===== src/rtl/trap_pkg.sv =====
package trap_pkg;

    typedef enum logic [1:0] {
        PRIV_U    = 2'd0,
        PRIV_S    = 2'd1,
        PRIV_RSVD = 2'd2,
        PRIV_M    = 2'd3
    } priv_e;

    typedef enum logic [2:0] {
        CFG_STVEC  = 3'd0,
        CFG_MTVEC  = 3'd1,
        CFG_EDELEG = 3'd2,
        CFG_IDELEG = 3'd3,
        CFG_PRIV   = 3'd4,
        CFG_ENABLE = 3'd5
    } cfg_sel_e;

    typedef enum logic {
        ST_RUN   = 1'b0,
        ST_ENTRY = 1'b1
    } entry_state_e;

    localparam int unsigned ECALL_FROM_U = 8;
    localparam int unsigned ECALL_FROM_S = 9;
    localparam int unsigned ECALL_FROM_M = 11;

    function automatic priv_e legal_priv(input logic [1:0] raw);
        return (raw == 2'd2) ? PRIV_U : priv_e'(raw);
    endfunction

endpackage


===== src/rtl/trap_cause_fix.sv =====
module trap_cause_fix
    import trap_pkg::*;
#(
    parameter int unsigned CAUSE_W = 6
) (
    input  logic               irq_i,
    input  logic [CAUSE_W-1:0] cause_i,
    input  priv_e              priv_i,
    output logic [CAUSE_W-1:0] code_o,
    output logic               keep_addr_o
);

    always_comb begin
        code_o = cause_i;
        if (!irq_i && cause_i == CAUSE_W'(ECALL_FROM_U)) begin
            unique case (priv_i)
                PRIV_U:  code_o = CAUSE_W'(ECALL_FROM_U);
                PRIV_S:  code_o = CAUSE_W'(ECALL_FROM_S);
                default: code_o = CAUSE_W'(ECALL_FROM_M);
            endcase
        end
    end

    // address-carrying exceptions: misaligned, access fault, page fault
    always_comb begin
        case (code_o)
            CAUSE_W'(0), CAUSE_W'(1), CAUSE_W'(4), CAUSE_W'(5),
            CAUSE_W'(6), CAUSE_W'(7), CAUSE_W'(12), CAUSE_W'(13),
            CAUSE_W'(15): keep_addr_o = !irq_i;
            default:      keep_addr_o = 1'b0;
        endcase
    end

endmodule


===== src/rtl/trap_route.sv =====
module trap_route
    import trap_pkg::*;
#(
    parameter int unsigned CAUSE_W = 6,
    parameter int unsigned DELEG_W = 16
) (
    input  logic               irq_i,
    input  logic [CAUSE_W-1:0] code_i,
    input  priv_e              priv_i,
    input  logic [DELEG_W-1:0] edeleg_i,
    input  logic [DELEG_W-1:0] ideleg_i,
    output logic               to_super_o
);

    logic [DELEG_W-1:0] mask_sel;
    logic [DELEG_W-1:0] mask_shift;
    logic               low_priv;

    assign mask_sel   = irq_i ? ideleg_i : edeleg_i;
    // shifting past the mask width yields zero: such codes never delegate
    assign mask_shift = mask_sel >> code_i;
    assign low_priv   = (priv_i == PRIV_U) || (priv_i == PRIV_S);
    assign to_super_o = low_priv && mask_shift[0];

endmodule


===== src/rtl/trap_entry_unit.sv =====
module trap_entry_unit
    import trap_pkg::*;
#(
    parameter int unsigned XLEN    = 32,
    parameter int unsigned CAUSE_W = 6,
    parameter int unsigned DELEG_W = 16
) (
    input  logic               clk_i,
    input  logic               rst_ni,
    input  logic               trap_req_i,
    input  logic               trap_irq_i,
    input  logic [CAUSE_W-1:0] trap_cause_i,
    input  logic [XLEN-1:0]    trap_addr_i,
    input  logic [XLEN-1:0]    trap_pc_i,
    input  logic               cfg_we_i,
    input  logic [2:0]         cfg_sel_i,
    input  logic [XLEN-1:0]    cfg_wdata_i,
    output logic               taken_o,
    output logic [XLEN-1:0]    new_pc_o,
    output logic [1:0]         priv_o,
    output logic               sie_o,
    output logic               spie_o,
    output logic               spp_o,
    output logic               mie_o,
    output logic               mpie_o,
    output logic [1:0]         mpp_o,
    output logic [XLEN-1:0]    scause_o,
    output logic [XLEN-1:0]    sepc_o,
    output logic [XLEN-1:0]    stval_o,
    output logic [XLEN-1:0]    mcause_o,
    output logic [XLEN-1:0]    mepc_o,
    output logic [XLEN-1:0]    mtval_o
);

    localparam int unsigned PAD_W = XLEN - 1 - CAUSE_W;

    entry_state_e state_q, state_d;
    priv_e              priv_q, mpp_q;
    logic               sie_q, spie_q, spp_q, mie_q, mpie_q;
    logic [XLEN-1:0]    stvec_q, mtvec_q, new_pc_q;
    logic [XLEN-1:0]    scause_q, sepc_q, stval_q, mcause_q, mepc_q, mtval_q;
    logic [DELEG_W-1:0] edeleg_q, ideleg_q;

    logic [CAUSE_W-1:0] code;
    logic               keep_addr;
    logic               to_super;
    logic [XLEN-1:0]    cause_full;
    logic [XLEN-1:0]    tval_next;
    logic [XLEN-1:0]    tvec_wr;

    trap_cause_fix #(.CAUSE_W(CAUSE_W)) fix_i (
        .irq_i       (trap_irq_i),
        .cause_i     (trap_cause_i),
        .priv_i      (priv_q),
        .code_o      (code),
        .keep_addr_o (keep_addr)
    );

    trap_route #(.CAUSE_W(CAUSE_W), .DELEG_W(DELEG_W)) route_i (
        .irq_i      (trap_irq_i),
        .code_i     (code),
        .priv_i     (priv_q),
        .edeleg_i   (edeleg_q),
        .ideleg_i   (ideleg_q),
        .to_super_o (to_super)
    );

    assign cause_full = {trap_irq_i, {PAD_W{1'b0}}, code};
    assign tval_next  = keep_addr ? trap_addr_i : '0;
    assign tvec_wr    = {cfg_wdata_i[XLEN-1:2], 2'b00};

    // next-state logic: RUN_TO_ENTRY, ENTRY_TO_ENTRY, ENTRY_TO_RUN
    always_comb begin
        state_d = state_q;
        unique case (state_q)
            ST_RUN:   state_d = trap_req_i ? ST_ENTRY : ST_RUN;
            ST_ENTRY: state_d = trap_req_i ? ST_ENTRY : ST_RUN;
            default:  state_d = ST_RUN;
        endcase
    end

    always_ff @(posedge clk_i or negedge rst_ni) begin
        if (!rst_ni) state_q <= ST_RUN;
        else         state_q <= state_d;
    end

    always_comb begin
        unique case (state_q)
            ST_ENTRY: taken_o = 1'b1;
            default:  taken_o = 1'b0;
        endcase
    end

    // register bank: trap entry has priority over configuration writes
    always_ff @(posedge clk_i or negedge rst_ni) begin
        if (!rst_ni) begin
            priv_q   <= PRIV_M;
            mpp_q    <= PRIV_U;
            sie_q    <= 1'b0;
            spie_q   <= 1'b0;
            spp_q    <= 1'b0;
            mie_q    <= 1'b0;
            mpie_q   <= 1'b0;
            stvec_q  <= '0;
            mtvec_q  <= '0;
            new_pc_q <= '0;
            scause_q <= '0;
            sepc_q   <= '0;
            stval_q  <= '0;
            mcause_q <= '0;
            mepc_q   <= '0;
            mtval_q  <= '0;
            edeleg_q <= '0;
            ideleg_q <= '0;
        end else if (trap_req_i) begin
            if (to_super) begin
                new_pc_q <= stvec_q;
                scause_q <= cause_full;
                sepc_q   <= trap_pc_i;
                stval_q  <= tval_next;
                spie_q   <= sie_q;
                spp_q    <= (priv_q == PRIV_S);
                sie_q    <= 1'b0;
                priv_q   <= PRIV_S;
            end else begin
                new_pc_q <= mtvec_q;
                mcause_q <= cause_full;
                mepc_q   <= trap_pc_i;
                mtval_q  <= tval_next;
                mpie_q   <= mie_q;
                mpp_q    <= priv_q;
                mie_q    <= 1'b0;
                priv_q   <= PRIV_M;
            end
        end else if (cfg_we_i) begin
            case (cfg_sel_e'(cfg_sel_i))
                CFG_STVEC:  stvec_q  <= tvec_wr;
                CFG_MTVEC:  mtvec_q  <= tvec_wr;
                CFG_EDELEG: edeleg_q <= cfg_wdata_i[DELEG_W-1:0];
                CFG_IDELEG: ideleg_q <= cfg_wdata_i[DELEG_W-1:0];
                CFG_PRIV:   priv_q   <= legal_priv(cfg_wdata_i[1:0]);
                CFG_ENABLE: begin
                    sie_q <= cfg_wdata_i[0];
                    mie_q <= cfg_wdata_i[1];
                end
                default: ;
            endcase
        end
    end

    assign new_pc_o = new_pc_q;
    assign priv_o   = priv_q;
    assign sie_o    = sie_q;
    assign spie_o   = spie_q;
    assign spp_o    = spp_q;
    assign mie_o    = mie_q;
    assign mpie_o   = mpie_q;
    assign mpp_o    = mpp_q;
    assign scause_o = scause_q;
    assign sepc_o   = sepc_q;
    assign stval_o  = stval_q;
    assign mcause_o = mcause_q;
    assign mepc_o   = mepc_q;
    assign mtval_o  = mtval_q;

    // a request is followed by the taken pulse
    a_r2_taken_follows_req: assert property (@(posedge clk_i) disable iff (!rst_ni)
        trap_req_i |=> taken_o);
    // no pulse without a request one cycle earlier
    a_r2_no_spurious_taken: assert property (@(posedge clk_i) disable iff (!rst_ni)
        !trap_req_i |=> !taken_o);
    // interrupt entries carry the flag in the top cause bit
    a_r3_irq_flag: assert property (@(posedge clk_i) disable iff (!rst_ni)
        trap_req_i && trap_irq_i |=>
            ((priv_o == 2'd3) ? mcause_o[XLEN-1] : scause_o[XLEN-1]));
    // a trap taken in machine mode stays in machine mode
    a_r5_machine_stays: assert property (@(posedge clk_i) disable iff (!rst_ni)
        trap_req_i && priv_o == 2'd3 |=> priv_o == 2'd3);
    // supervisor entry leaves the supervisor enable clear
    a_r6_sie_cleared: assert property (@(posedge clk_i) disable iff (!rst_ni)
        taken_o && priv_o == 2'd1 |-> !sie_o);
    // machine entry leaves the machine enable clear and supervisor EPC untouched
    a_r7_mie_cleared: assert property (@(posedge clk_i) disable iff (!rst_ni)
        taken_o && priv_o == 2'd3 |-> !mie_o);
    a_r7_sepc_kept: assert property (@(posedge clk_i) disable iff (!rst_ni)
        trap_req_i && priv_o == 2'd3 |=> $stable(sepc_o));
    // handler address is always aligned
    a_r9_aligned_pc: assert property (@(posedge clk_i) disable iff (!rst_ni)
        taken_o |-> new_pc_o[1:0] == 2'b00);
    // the reserved privilege value never appears
    a_r10_no_reserved_priv: assert property (@(posedge clk_i) disable iff (!rst_ni)
        priv_o != 2'd2);

endmodule


===== config.mk =====
export PLATFORM = sky130hd
export DESIGN_NAME = trap_entry_unit
export DESIGN_NICKNAME = d
export VERILOG_FILES = /design/src/rtl/trap_pkg.sv /design/src/rtl/trap_cause_fix.sv /design/src/rtl/trap_route.sv /design/src/rtl/trap_entry_unit.sv
export SDC_FILE = /design/constraint.sdc
export NUM_CORES = 1
export LEC_CHECK = 0
export BUFFER_PORTS_ARGS = -buffer_cell sky130_fd_sc_hd__buf_2
export CAP_MARGIN = 15
export CORE_ASPECT_RATIO = 1.4
export CORE_MARGIN = 2
export CORE_UTILIZATION = 29
export DETAILED_ROUTE_END_ITERATION = 12
export HOLD_SLACK_MARGIN = 0.03
export PLACE_DENSITY = 0.58
export SLEW_MARGIN = 20
export SYNTH_ARGS = -nofsm -noshare
export SYNTH_HDL_FRONTEND = slang
export SYNTH_SLANG_ARGS = --single-unit

===== constraint.sdc =====
create_clock -name clk_i -period 3.43 [get_ports clk_i]
set_input_delay 0.5145 -clock clk_i [delete_from_list [all_inputs] [get_ports clk_i]]
set_output_delay 0.5145 -clock clk_i [all_outputs]
set_load 0.01 [all_outputs]

==> out/results.ini <==
[timing]
finalCritPeriodShare_pct=82.6
setup_viol=0
fmax_mhz=353
tns_ns=0
finClkSkew_ns=0.0201
grt_setup_unrepaired=no
slew_headroom_pct=41.1
worst_pin_slew_ns=0.880
min_period_ns=2.83
slew_viol_final=0
hold_violations=0

[min_path]
hp-class=in2reg
worstHoldStart=trap_pc_i[17]
hold-path-endpoint=mepc_o[17]
hold_depth=2

[detailed_routing]
route.detailed.drc=0
wirelength_mm=29.6
vias_per_cell=4.58
final_antenna_net_count=0
drt_iter0_markers=254
first_pass_iters=4
wl_per_cell_um=18.4
vias=7385

[yosys]
synth_edf_count=0
async_flop_share_pct=100
ys_types=44
synthFlopType=dfrtp_1
synth.avg_cell_area_um2=15.1
syn_inst=764
ys_seq_area_share_pct=59.3
yosysWarnings=0
netlist_area_um2=11600
ys_ff_latch=274

[clock_network]
clk_latency_ns=0.56
cts-root-buf=clkbuf_16
h-tree-depth=1
cts_sinks=274
clock_tree.buffer_depth=3
cts_tree=yes
postCtsSetupBuffers=0
clk_pin_slew_ns=0.06
cts_made_buffers=30

[cells_and_area]
areaGrowthSynthToFinish_pct=25.9
final_cells=1611
nNetsFinal=1172
final_layout_size_suffix_gt1_share_pct=56.4

[critical_path]
critPathKind=reg2reg
crit_fanout=61
r2r_end=new_pc_o[29]
r2r_slack_ns=0.60
cp.required_ns=3.87
r2r-start=priv_o[1]
slowest_delay_ns=0.46
end_kind=flop
cp_data_arrival_time_ns=3.27
cp_slowest_cell=or4_4
critPathLaunchType=flop
reg2reg_depth=7
crit_chain=or2_2, a31o_2, o211a_1, or4_4, nand4_1, buf_12, mux2_2

[power_and_ir_drop]
clkPwrFrac_pct=37.9
pwr-share-seq_pct=46.2
peakVddDrop_v=0.000306
p_comb_share_pct=15.9
p_int_mw=6.41
p_leak_nw=7.25
p_switching_mw=2.15
powerDensity_nw_per_um2=588
swShare_pct=25.1
power_mw=8.56

[global_routing]
grt_overflow=0
track_usage_pct=13.8
grt_pass1_wl_mm=44.9
grt_max_degree=84
grt_pass1_vias=7500
antenna_found_initial=4

[floorplan]
dieWidth_um=173
dieArea_um2=41500
rows=86
fp.dieH_um=240
start_util_pct=29.4
ios=344
coreArea_um2=39400

[placement]
place_congestion=0.833
place_inst=1557
post-dp-hpwl_mm=21.0
port_buffers=291

[job]
drv_cap=0

[run_status]
status=finished, final reports clean

-- how the worst max path moves through the flow --
stage,start,end,slack (ns)
finish,priv_o[1],new_pc_o[29],0.60
global placement,trap_irq_i,new_pc_o[28],0.25
floorplan,trap_irq_i,new_pc_o[10],0.58
detailed placement,trap_irq_i,new_pc_o[17],0.22
global route,priv_o[1],mcause_o[31],0.45
CTS,priv_o[0],new_pc_o[29],0.59
-- power by group through the flow --
stage | Clock, mW | Sequential, mW | Combinational, mW
after detailed placement | 0 | 4.02 | 1.39
after CTS | 3.35 | 3.96 | 1.39
final | 3.25 | 3.96 | 1.36
after global placement | 0 | 4.00 | 1.35
after floorplan | 0 | 4.08 | 0.744
after global routing | 3.48 | 4.02 | 1.48
-- registers in the layout, summed over array words and instances (netlist names), 16 cells and up --
| register | cells |
|---|---|
| ideleg_q | 16 |
| mtval_o | 32 |
| sepc_o | 32 |
| edeleg_q | 16 |
| stval_o | 32 |
| mepc_o | 32 |
| stvec_q | 30 |
| mtvec_q | 30 |
| new_pc_o | 30 |
-- cells by family (layout without fill, tap and decap cells) --
family,Yosys count,count (layout),share of synthesized area [%]
compound gates,90,90,7.21
buf+inv,104,370,5.72
flops,274,274,59.3
mux,247,247,25.4
other cells,1,54,0.0324
simple gates,48,48,2.39
-- final cells by class --
class                   instances  area [um^2]
flip-flops and latches        274         6860
repair buffers                317         1780
inverters                       2         7.51
fillers                      3838        24800
clock inverters                 7         91.3
multi-input cells             437         4260
diodes                          2         5.00
clock buffers                  44          905
well taps                     528          661
-- cell usage in the layout (no fill, tap or decap), drive strengths merged, types with 4 or more instances in the layout --
cell type and instances:
clkbuf 44, conb 52, buf 316, nor2 7
a211oi 4, nand2 11, a32o 64, mux2 235
mux2i 10, dfrtp 272, a21oi 5, nand4 4
-- per-layer routing --
layer  share of wire (%)  global-route usage [%]  wire [um]
met2                  52                    24.7      15500
met5               0.095                       0         28
met3                 6.0                    3.10       1760
met1                  38                    15.9      11300
met4                 3.4                    5.75       1010
-- Yosys cell counts (3+ instances only) --
library cell | instances | share of area, %
a211oi_1 | 4 | 0.26
a21oi_1 | 5 | 0.22
a32o_1 | 64 | 5.5
and3_1 | 3 | 0.16
buf_2 | 13 | 0.56
buf_4 | 58 | 3.8
buf_6 | 5 | 0.49
clkbuf_1 | 26 | 0.84
dfrtp_1 | 272 | 59
mux2_2 | 197 | 19
mux2_4 | 38 | 4.9
mux2i_1 | 10 | 0.87
nand2_1 | 11 | 0.36
nand4_1 | 4 | 0.22
nor2_1 | 7 | 0.23
nor2b_1 | 3 | 0.16
o21ai_0 | 3 | 0.13
or2_2 | 3 | 0.16
-- metrics by stage --
step                hold slack [ns]  worst slack, ns  utilization, %  area (um^2)
global placement              0.466            0.252            34.4        13600
CTS                           0.164            0.588            37.0        14600
global route                  0.169            0.452            37.0        14600
detailed placement            0.468            0.222            34.4        13600
finish                        0.194            0.596            37.0        14600
floorplan                     0.219            0.578               -        11800
-- timing repair --
action,in CTS,in global routing
endpoints found under the hold margin,77,0
hold buffers,1,0
endpoints found under the setup margin,0,0
gates resized for setup,0,0
-- worst max-delay path: cells and delay by family (launching register included) --
kind | cells | cell delay, ns
flops | 1 | 0.41
mux | 1 | 0.38
simple gates | 3 | 1.00
buf+inv | 1 | 0.33
compound gates | 2 | 0.55
Power figures use the tool's default switching activity.
